[src/rtl/pc_tx_pkg.sv]
package pc_tx_pkg;

   typedef enum logic [2:0] {
      ST_IDLE,
      ST_REQ,
      ST_FILL,
      ST_HDR,
      ST_PAY,
      ST_DROP
   } tx_state_e;

endpackage

[src/rtl/pc_desc_fifo.sv]
module pc_desc_fifo #(
   parameter int WIDTH = 8,
   parameter int DEPTH = 4
) (
   input  logic             clk,
   input  logic             rst_n,
   input  logic             in_valid,
   output logic             in_ready,
   input  logic [WIDTH-1:0] in_data,
   output logic             out_valid,
   input  logic             out_pop,
   output logic [WIDTH-1:0] out_data
);

   if (DEPTH < 1) begin : g_bad_depth
      $error("pc_desc_fifo: DEPTH must be at least 1");
   end

   if (DEPTH == 1) begin : g_single
      logic             full_q;
      logic [WIDTH-1:0] slot_q;

      assign in_ready  = !full_q;
      assign out_valid = full_q;
      assign out_data  = slot_q;

      always_ff @(posedge clk or negedge rst_n) begin
         if (!rst_n) begin
            full_q <= 1'b0;
            slot_q <= '0;
         end else if (in_valid && in_ready) begin
            full_q <= 1'b1;
            slot_q <= in_data;
         end else if (out_pop) begin
            full_q <= 1'b0;
         end
      end
   end else begin : g_ring
      localparam int PTR_W = $clog2(DEPTH);
      localparam int CNT_W = $clog2(DEPTH + 1);
      localparam logic [PTR_W-1:0] PTR_LAST = PTR_W'(DEPTH - 1);
      localparam logic [PTR_W-1:0] PTR_ONE  = PTR_W'(1);
      localparam logic [CNT_W-1:0] CNT_FULL = CNT_W'(DEPTH);
      localparam logic [CNT_W-1:0] CNT_ONE  = CNT_W'(1);

      logic [WIDTH-1:0] slots_q [DEPTH];
      logic [PTR_W-1:0] wp_q, rp_q;
      logic [CNT_W-1:0] cnt_q;
      logic             push;

      assign in_ready  = (cnt_q != CNT_FULL);
      assign out_valid = (cnt_q != '0);
      assign out_data  = slots_q[rp_q];
      assign push      = in_valid && in_ready;

      always_ff @(posedge clk or negedge rst_n) begin
         if (!rst_n) begin
            wp_q  <= '0;
            rp_q  <= '0;
            cnt_q <= '0;
         end else begin
            if (push) wp_q <= (wp_q == PTR_LAST) ? '0 : wp_q + PTR_ONE;
            if (out_pop) rp_q <= (rp_q == PTR_LAST) ? '0 : rp_q + PTR_ONE;
            if (push && !out_pop) cnt_q <= cnt_q + CNT_ONE;
            else if (!push && out_pop) cnt_q <= cnt_q - CNT_ONE;
         end
      end

      always_ff @(posedge clk) begin
         if (push) slots_q[wp_q] <= in_data;
      end


      fill_bound_chk: assert property (@(posedge clk) disable iff (!rst_n)
         cnt_q <= CNT_FULL);
   end


   pop_nonempty_chk: assert property (@(posedge clk) disable iff (!rst_n)
      out_pop |-> out_valid);

endmodule

[src/rtl/pc_entry_store.sv]
module pc_entry_store #(
   parameter int DATA_W = 8,
   parameter int ENT_W  = 3,
   parameter int IDX_W  = 4
) (
   input  logic              clk,
   input  logic              wr_en,
   input  logic [ENT_W-1:0]  wr_entry,
   input  logic [IDX_W-1:0]  wr_idx,
   input  logic [DATA_W-1:0] wr_data,
   input  logic [ENT_W-1:0]  rd_entry,
   input  logic [IDX_W-1:0]  rd_idx,
   output logic [DATA_W-1:0] rd_data
);

   localparam int WORDS = 2 ** (ENT_W + IDX_W);

   if (WORDS > 4096) begin : g_too_big
      $error("pc_entry_store: staging memory exceeds 4096 words");
   end

   logic [DATA_W-1:0] mem_q [WORDS];

   always_ff @(posedge clk) begin
      if (wr_en) mem_q[{wr_entry, wr_idx}] <= wr_data;
   end

   assign rd_data = mem_q[{rd_entry, rd_idx}];

endmodule

[src/rtl/pc_tx_engine.sv]
module pc_tx_engine #(
   parameter int DATA_W     = 8,
   parameter int ENT_W      = 3,
   parameter int IDX_W      = 4,
   parameter int ADDR_W     = 16,
   parameter int HL_W       = 3,
   parameter int FIFO_DEPTH = 4
) (
   input  logic              clk,
   input  logic              rst_n,
   input  logic              direct_mode,
   input  logic              desc_valid,
   output logic              desc_ready,
   input  logic [ENT_W-1:0]  desc_entry,
   input  logic              desc_hit,
   input  logic [ADDR_W-1:0] desc_addr,
   input  logic [IDX_W:0]    desc_len,
   input  logic [HL_W-1:0]   desc_hdr_len,
   input  logic              hdr_valid,
   output logic              hdr_ready,
   input  logic [DATA_W-1:0] hdr_data,
   output logic              fetch_req,
   input  logic              fetch_ack,
   output logic [ADDR_W-1:0] fetch_addr,
   output logic [IDX_W:0]    fetch_len,
   input  logic              fetch_dvalid,
   input  logic [DATA_W-1:0] fetch_data,
   output logic              tx_valid,
   input  logic              tx_ready,
   output logic [DATA_W-1:0] tx_data,
   output logic              tx_last,
   output logic              cmp_valid,
   output logic [ENT_W-1:0]  cmp_entry,
   output logic              cmp_dropped
);
   import pc_tx_pkg::*;

   localparam int DESC_W = ENT_W + 1 + ADDR_W + (IDX_W + 1) + HL_W;
   localparam logic [IDX_W:0]  LEN_ONE = (IDX_W + 1)'(1);
   localparam logic [HL_W-1:0] HL_ONE  = HL_W'(1);

   if (IDX_W < 1 || ENT_W < 1 || HL_W < 1 || DATA_W < 1) begin : g_bad_width
      $error("pc_tx_engine: widths must be at least 1");
   end

   // descriptor queue
   logic [DESC_W-1:0] push_word, head_word;
   logic              head_valid, head_pop;
   logic [ENT_W-1:0]  h_entry;
   logic              h_hit;
   logic [ADDR_W-1:0] h_addr;
   logic [IDX_W:0]    h_len;
   logic [HL_W-1:0]   h_hlen;

   assign push_word = {desc_entry, desc_hit, desc_addr, desc_len, desc_hdr_len};
   assign {h_entry, h_hit, h_addr, h_len, h_hlen} = head_word;

   pc_desc_fifo #(.WIDTH(DESC_W), .DEPTH(FIFO_DEPTH)) i_fifo (
      .clk      (clk),
      .rst_n    (rst_n),
      .in_valid (desc_valid),
      .in_ready (desc_ready),
      .in_data  (push_word),
      .out_valid(head_valid),
      .out_pop  (head_pop),
      .out_data (head_word)
   );

   // current descriptor
   tx_state_e         state;
   logic [ENT_W-1:0]  cur_entry;
   logic              cur_hit;
   logic [ADDR_W-1:0] cur_addr;
   logic [IDX_W:0]    cur_len;
   logic [HL_W-1:0]   cur_hlen;
   logic [IDX_W:0]    idx;
   logic [HL_W-1:0]   hcnt;
   logic              word_last, hdr_last;
   logic [DATA_W-1:0] rd_data;

   assign head_pop   = (state == ST_IDLE) && head_valid;
   assign word_last  = (idx == cur_len - LEN_ONE);
   assign hdr_last   = (hcnt == cur_hlen - HL_ONE);
   assign fetch_addr = cur_addr;
   assign fetch_len  = cur_len;

   pc_entry_store #(.DATA_W(DATA_W), .ENT_W(ENT_W), .IDX_W(IDX_W)) i_store (
      .clk     (clk),
      .wr_en   ((state == ST_FILL) && fetch_dvalid),
      .wr_entry(cur_entry),
      .wr_idx  (idx[IDX_W-1:0]),
      .wr_data (fetch_data),
      .rd_entry(cur_entry),
      .rd_idx  (idx[IDX_W-1:0]),
      .rd_data (rd_data)
   );

   always_comb begin
      fetch_req = (state == ST_REQ);
      hdr_ready = 1'b0;
      tx_valid  = 1'b0;
      tx_data   = '0;
      tx_last   = 1'b0;
      case (state)
         ST_HDR: begin
            tx_valid  = hdr_valid;
            tx_data   = hdr_data;
            hdr_ready = tx_ready;
         end
         ST_PAY: begin
            tx_valid = 1'b1;
            tx_data  = rd_data;
            tx_last  = word_last;
         end
         ST_DROP: hdr_ready = 1'b1;
         default: ;
      endcase
   end

   always_ff @(posedge clk or negedge rst_n) begin
      if (!rst_n) begin
         state       <= ST_IDLE;
         cur_entry   <= '0;
         cur_hit     <= 1'b0;
         cur_addr    <= '0;
         cur_len     <= '0;
         cur_hlen    <= '0;
         idx         <= '0;
         hcnt        <= '0;
         cmp_valid   <= 1'b0;
         cmp_entry   <= '0;
         cmp_dropped <= 1'b0;
      end else begin
         cmp_valid <= 1'b0;
         case (state)
            ST_IDLE: if (head_valid) begin
               cur_entry <= h_entry;
               cur_hit   <= h_hit;
               cur_addr  <= h_addr;
               cur_len   <= h_len;
               cur_hlen  <= h_hlen;
               idx       <= '0;
               hcnt      <= '0;
               if (h_hit) begin
                  state <= (h_hlen != '0) ? ST_HDR : ST_PAY;
               end else if (direct_mode) begin
                  if (h_hlen != '0) begin
                     state <= ST_DROP;
                  end else begin
                     cmp_valid   <= 1'b1;
                     cmp_entry   <= h_entry;
                     cmp_dropped <= 1'b1;
                  end
               end else begin
                  state <= ST_REQ;
               end
            end
            ST_REQ: if (fetch_ack) state <= ST_FILL;
            ST_FILL: if (fetch_dvalid) begin
               if (word_last) begin
                  idx   <= '0;
                  state <= (cur_hlen != '0) ? ST_HDR : ST_PAY;
               end else begin
                  idx <= idx + LEN_ONE;
               end
            end
            ST_HDR: if (hdr_valid && tx_ready) begin
               if (hdr_last) begin
                  hcnt  <= '0;
                  state <= ST_PAY;
               end else begin
                  hcnt <= hcnt + HL_ONE;
               end
            end
            ST_PAY: if (tx_ready) begin
               if (word_last) begin
                  idx         <= '0;
                  state       <= ST_IDLE;
                  cmp_valid   <= 1'b1;
                  cmp_entry   <= cur_entry;
                  cmp_dropped <= 1'b0;
               end else begin
                  idx <= idx + LEN_ONE;
               end
            end
            ST_DROP: if (hdr_valid) begin
               if (hdr_last) begin
                  hcnt        <= '0;
                  state       <= ST_IDLE;
                  cmp_valid   <= 1'b1;
                  cmp_entry   <= cur_entry;
                  cmp_dropped <= 1'b1;
               end else begin
                  hcnt <= hcnt + HL_ONE;
               end
            end
            default: state <= ST_IDLE;
         endcase
      end
   end


   hit_no_fetch_chk: assert property (@(posedge clk) disable iff (!rst_n)
      (state != ST_IDLE && cur_hit) |-> !fetch_req);


   req_hold_chk: assert property (@(posedge clk) disable iff (!rst_n)
      (fetch_req && !fetch_ack) |=> (fetch_req && $stable(fetch_addr) && $stable(fetch_len)));


   drop_silent_chk: assert property (@(posedge clk) disable iff (!rst_n)
      (state == ST_DROP) |-> (!fetch_req && !tx_valid));


   cmp_after_last_chk: assert property (@(posedge clk) disable iff (!rst_n)
      (cmp_valid && !cmp_dropped) |-> $past(tx_valid && tx_ready && tx_last));


   tx_hold_chk: assert property (@(posedge clk) disable iff (!rst_n)
      (tx_valid && !tx_ready) |=> (tx_valid && $stable(tx_data) && $stable(tx_last)));

endmodule

[config.mk]
export PLATFORM = sky130hd
export DESIGN_NAME = pc_tx_engine
export DESIGN_NICKNAME = d
export VERILOG_FILES = /design/src/rtl/pc_tx_pkg.sv /design/src/rtl/pc_desc_fifo.sv /design/src/rtl/pc_entry_store.sv /design/src/rtl/pc_tx_engine.sv
export SDC_FILE = /design/constraint.sdc
export NUM_CORES = 1
export LEC_CHECK = 0
export ABC_AREA = 1
export BUFFER_PORTS_ARGS = -buffer_cell sky130_fd_sc_hd__buf_2
export CAP_MARGIN = 20
export CORE_UTILIZATION = 50
export CTS_CLUSTER_SIZE = 25
export DETAILED_ROUTE_END_ITERATION = 8
export GPL_ROUTABILITY_DRIVEN = 0
export PLACE_DENSITY = 0.66
export SYNTH_ARGS = -nofsm -noshare
export SYNTH_HDL_FRONTEND = slang
export SYNTH_HIERARCHICAL = 1
export SYNTH_SLANG_ARGS = --single-unit
export TNS_END_PERCENT = 50
[constraint.sdc]
create_clock -name clk -period 4.08 [get_ports clk]
set_input_delay 0.204 -clock clk [delete_from_list [all_inputs] [get_ports clk]]
set_output_delay 0.204 -clock clk [all_outputs]
set_load 0.05 [all_outputs]
### Yosys cells after proc, flatten, opt, wreduce, memory -nomap -nowiden

Memory sizes are Yosys's and may differ from the RTL's.
Cells that the tools add are included.

* bits in registers: 50
* bits in writable memories: 1136
* input bits: 52
* output and inout bits: 39
* logic and storage cells: 133
* memories kept: 2

* add/subtract/negate cells: 8
* equality and inequality tests: 24
* muxes and demuxes: 65
* reduce and logical (&&, ||, !) cells: 21

Memory list
* i_store.mem_q: depth 128, bits a word 8, read ports 1, clocked after Yosys merged registers in 0, wr ports 1, line pc_entry_store.sv:22 `logic [DATA_W-1:0] mem_q [WORDS];`
* i_fifo.g_ring.slots_q: depth 4, bits a word 28, read ports 1, clocked after Yosys merged registers in 0, wr ports 1, line pc_desc_fifo.sv:46 `logic [WIDTH-1:0] slots_q [DEPTH];`

Operator list (number)
* $mux 3: 29
* $ne 2x2->1 const B: 12
* $mux 1: 21
* $mux 5: 4
* $pmux 3 s3: 2
* $pmux 3 s6: 1
* $reduce_bool 3->1: 6
* $pmux 8 s2: 1
* $pmux 5 s3: 1
* $reduce_and 11->1: 1
* $reduce_and 9->1: 1
* $reduce_and 4->1: 2
* $add 3x1->3 const B: 2
* $eq 3x2->1 const B: 2
* $eq 3x3->1 const B: 2
* $logic_and 1x1->1: 6
* $pmux 1 s3: 2
* $sub 3x1->3 const B: 2
* $add 5x1->5 const B: 1
* $eq 5x5->1: 1
* $sub 5x1->5 const B: 1
* $add 2x1->2 const B: 2
* $eq 2x2->1 const B: 2
* $mux 2: 2
* 10 further kinds: 12

### Depth between registers and ports, before layout

An unclocked memory read counts as a cell.

* depth after elaboration: 7
* mapped depth: 15
* depth with buffers taken out: 14

### Hierarchy

The synthesis kept the hierarchy.

By module, submodules not included
* pc_entry_store: times used 1, cells each 3567, area an instance 41944.0 um^2, sequential area each 30749.5 um^2
* pc_desc_fifo: times used 1, cells each 384, area an instance 4899.7 um^2, sequential area each 3538.4 um^2
* pc_tx_engine: times used 1, cells each 337, area an instance 2426.1 um^2, sequential area each 1076.0 um^2

### Worst setup path after synthesis

Ideal clock, no wire load.

* path type: flip-flop to flip-flop
* start point: register i_fifo.g_ring.cnt_q[0]
* end point: memory i_fifo/g_ring.slots_q[0][0] (netlist bit), enable pin
* setup time: 0.413 ns
* data arrival time: 2.411 ns
* slack: 1.256 ns
* cell stages (with the launch flop): 5
* clock period less this slack: 2.824 ns
* cells stage by stage: dfrtp_1 > inv_1 > nand3_1 > nand2_1 > nor2_1

* cells in the longest elaborated chain, start to end: 4

Ends and longest elaborated chain
* start, declared: line pc_desc_fifo.sv:48 `logic [CNT_W-1:0] cnt_q;`
* start signal, assigned: line pc_desc_fifo.sv:64 `if (push && !out_pop) cnt_q <= cnt_q + CNT_ONE;`
* start signal, assigned: line pc_desc_fifo.sv:65 `else if (!push && out_pop) cnt_q <= cnt_q - CNT_ONE;`
* $ne 3x3->1: line pc_desc_fifo.sv:51 `assign in_ready = (cnt_q != CNT_FULL);`
* net desc_ready: line pc_tx_engine.sv:13 `output logic desc_ready,`
* $logic_and 1x1->1: line pc_desc_fifo.sv:54 `assign push = in_valid && in_ready;`
* $mux 1: line pc_desc_fifo.sv:70 `if (push) slots_q[wp_q] <= in_data;`
* $mux 1 (implied by the code): line pc_desc_fifo.sv:70
* end, declared: line pc_desc_fifo.sv:46

The timed path passes the listed nets, and every way through them passes these cells.

### Final worst setup path

* start point: register idx[2]
* end point: output tx_data[7]

* cells in the longest elaborated chain, start to end: 2

Ends and longest elaborated chain
* start, declared: line pc_tx_engine.sv:76 `logic [IDX_W:0] idx;`
* start signal, assigned: line pc_tx_engine.sv:164 `idx <= idx + LEN_ONE;`
* start signal, assigned: line pc_tx_engine.sv:183 `idx <= idx + LEN_ONE;`
* $mem_v2 128x8
* net rd_data[7]: line pc_tx_engine.sv:79 `logic [DATA_W-1:0] rd_data;`
* $pmux 8 s2: line pc_tx_engine.sv:104 `case (state)`
* end, declared: line pc_tx_engine.sv:30 `output logic [DATA_W-1:0] tx_data,`

The timed path passes the listed nets, and every way through them passes these cells.

==> impl_metrics.py <==
metrics = {
    "clock_tree": {
        "clk_latency_ns": 0.70,
        "cts_tree": "built",
        "cts_made_buffers": 116,
        "cts_buffer_depth": 3,
        "htreeDepth": 3,
        "clkSinkCount": 1186,
        "clk_pin_slew_ns": 0.06,
        "cts_root_buf": "clkbuf_16",
    },
    "die": {
        "initial_core_util_pct": 50.72,
        "ioPinCount": 91,
        "rows": 114,
        "coreArea_mm2": 0.09714,
        "die_y_um": 315.9,
        "die_w_um": 315.9,
        "die_area_mm2": 0.09980,
    },
    "worst_hold_path": {
        "hold_depth": 1,
        "min_path_type": "input pin to flip-flop",
    },
    "timing": {
        "final.setup.tns_ns": 0,
        "timing.hold.ws_ns": 0.03726,
        "rsz0062_at_grt": "false",
        "setup_ws_ns": 0.1084,
        "worst_pin_slew_ns": 1.217,
        "finalMaxSlewViolations": 0,
        "post-route-period-util_pct": 97.34,
        "setup_violations": 0,
        "hold_viol_final": 0,
        "fmax_mhz": 251.8,
        "skew_ns": 0.02581,
        "fin_crit_ns": 3.972,
        "worst_slew_margin_rel_pct": 18.68,
    },
    "worst_setup_path": {
        "cp-end-kind": "output pin",
        "slowest_stage": "dfrtp_4",
        "arrival_ns": 3.77,
        "slowest_delay_ns": 0.67,
        "crit_type": "flip-flop to output pin",
        "path_cells": "inv_8, buf_12, buf_12, nand3_1, nand3_1, nand2_1, nand2_1, nand3_1, nand2_1, nand2_1, nand2_1, a22o_1, buf_2",
        "crit_top_cell": "nand2_1",
        "cp-start-kind": "flip-flop",
        "crit_path_max_fanout": 40,
        "r2r_cells": 4,
        "cp_data_required_time_ns": 3.88,
    },
    "placed_design": {
        "dp_hpwl_mm": 71.37,
        "dp_cells": 5493,
        "pre_cts_ws_ns": 0.7112,
        "io_buffers": 90,
    },
    "synth": {
        "synth_top_cell_by_area": "edfxtp_1",
        "muxShareOfSynthArea_pct": 0,
        "synth_edf_count": 1136,
        "synth_top_family_by_area": "simple AND/OR/NAND/NOR gates",
        "synth-main-ff-cell": "edfxtp_1",
        "syn_inst": 4288,
        "netlist_area_mm2": 0.04927,
        "synthSimpleGateAreaFrac_pct": 22.33,
        "yosysMostFrequentCell": "nand2_1",
        "ys_warn_count": 6,
        "synth_common_cells": "nand2_1, edfxtp_1, nand3_1, nor2_1",
        "synthArstFlopShare_pct": 4.216,
        "syn_nets": 4352,
        "synth_fa_ha_area_share_pct": 0.3200,
        "synth.top_cell.area_share_pct": 69.24,
        "synthTopCellsByArea": "edfxtp_1, nand2_1, nand3_1",
        "synth-xor-area-share_pct": 0.08888,
        "synth-seq-area-share_pct": 71.78,
        "synth-compound-area-share_pct": 1.343,
        "ys_seq_elements": 1186,
        "synth_cell_types": 32,
        "syn_avg_cell_area_um2": 11.49,
    },
    "power_and_ir_drop": {
        "max-vdd-ir-drop_mv": 0.5131,
        "p_per_area_mw_per_mm2": 626.6,
        "leakage_nw": 20.25,
        "power_w": 0.03455,
    },
    "drt": {
        "wl_mm": 124.4,
        "via_count": 32696,
        "drt_iter0_markers": 3774,
        "first_pass_iters": 5,
        "drc": 0,
        "drt-vias-per-instance": 5.691,
        "postRouteAntennaNets": 0,
        "wl_per_cell_um": 21.66,
    },
    "cells_and_area": {
        "regArea_mm2": 0.03538,
        "layout.nets": 4438,
        "nFillCells": 7866,
        "multiInputGateArea_mm2": 0.01190,
        "area_delta_synth_final_pct": 11.93,
        "drive_gt1_share_pct": 8.525,
        "final_cells": 5745,
        "antenna_cells": 0,
    },
    "grt": {
        "grt_pass1_wl_mm": 189.6,
        "antenna_found_initial": 1,
        "grt-ovfl-total": 0,
        "groute.usage.overall_pct": 25.09,
        "grt_max_degree": 131,
        "grt_pass1_vias": 31100,
    },
    "flow_run": {
        "maxCapViolCount": 0,
    },
    "status": {
        "status": "complete, no violations",
    },
}
[per-stage QoR]
| step | util (%) | instance area, um^2 |
|---|---|---|
| finish | 56.77 | 55150 |
| global route | 56.77 | 55150 |
| CTS | 56.70 | 55070 |
| detailed placement | 52.40 | 50900 |
| global placement | 52.40 | 50900 |
| floorplan | - | 49270 |
[state kept, by name, summed over array words and instances, names as in the netlist]
signal and cells:
cmp_valid 1, state 3, cmp_dropped 1, idx 5, cur_entry 3, i_fifo/g_ring.slots_q 112
i_fifo/g_ring.cnt_q 3, hcnt 3, fetch_addr 16, i_fifo/g_ring.rp_q 2, i_fifo/g_ring.wp_q 2, cmp_entry 3
fetch_len 5, cur_hlen 3, i_store/mem_q 1024
[routing by layer]
layer	vias up	part of all wire (%)	track usage, %
met5	-	0.010	0
met1	15850	42	36.08
met4	2	3.1	8.893
met3	227	8.1	3.417
met2	1471	46	39.37
li1	15146	-	-
[layout by cell type (no fill, tap or decap), drive strengths merged]
cell	netlist	layout
nand2	1449	1449
buf	218	188
clkbuf	37	148
fa	1	1
inv	142	144
bufbuf	0	1
nand3	960	960
nor2	161	161
nand4	12	12
nor3	9	9
a21boi	1	1
clkinvlp	0	6
dlygate4sd3	0	33
clkinv	0	46
ha	11	11
xor2	3	3
a22o	8	8
dfrtp	50	50
xnor2	2	2
o21ai	27	27
a31oi	1	1
o211ai	57	57
a21oi	3	3
edfxtp	1136	1136
bufinv	0	12
[logic make-up after synthesis]
kind of cell	count (synthesis)
flops	1186
xor+xnor	5
simple gates	2591
fa+ha+maj	12
buf+inv	397
compound gates	97
[final timing paths]
kind / startpoint / to / slack [ns]
min reg2reg: fetch_addr[9] / fetch_addr[9] / 0.47
min: fetch_data[6] / i_store/mem_q[74][6] / 0.04
min in group asynchronous: rst_n / fetch_addr[15] / 0.24
max in group asynchronous: rst_n / cmp_entry[2] / 3.05
max reg2reg: idx[3] / i_store/mem_q[73][5] / 0.70
max: idx[2] / tx_data[7] / 0.11
[layout make-up]
| class | instances | share of cell area (%) |
|---|---|---|
| inverter | 142 | 1.041 |
| clock buffer | 148 | 5.688 |
| timing repair inverter | 1 | 0.01588 |
| sequential | 1186 | 64.15 |
| multi-input combinational | 2705 | 21.57 |
| timing repair buffer | 222 | 3.446 |
| clock inverter | 65 | 1.191 |
| tap | 1276 | 2.895 |
[timing repair]
item                                   4_1_cts  5_1_grt
endpoints found under the hold margin      184        0
gates resized for setup                      2        5
setup endpoints to repair                    1        6
buffers inserted                             0        4
cloned                                       2        0
hold buffers                                33        0
[worst max-delay path, delay by kind of cell (launching register included)]
family	cells	cell delay [ns]
DFF	1	0.67
AOI/OAI and AO/OA	1	0.19
buffers and inverters	4	1.05
and+or+nand+nor	8	1.11
[report_power, final]
part / internal, W / switching [W]
sequential: 0.0139 / 0.000343
combinational: 0.00260 / 0.00707
clock: 0.00617 / 0.00451
No activity file was read; power rests on OpenSTA's default activity.
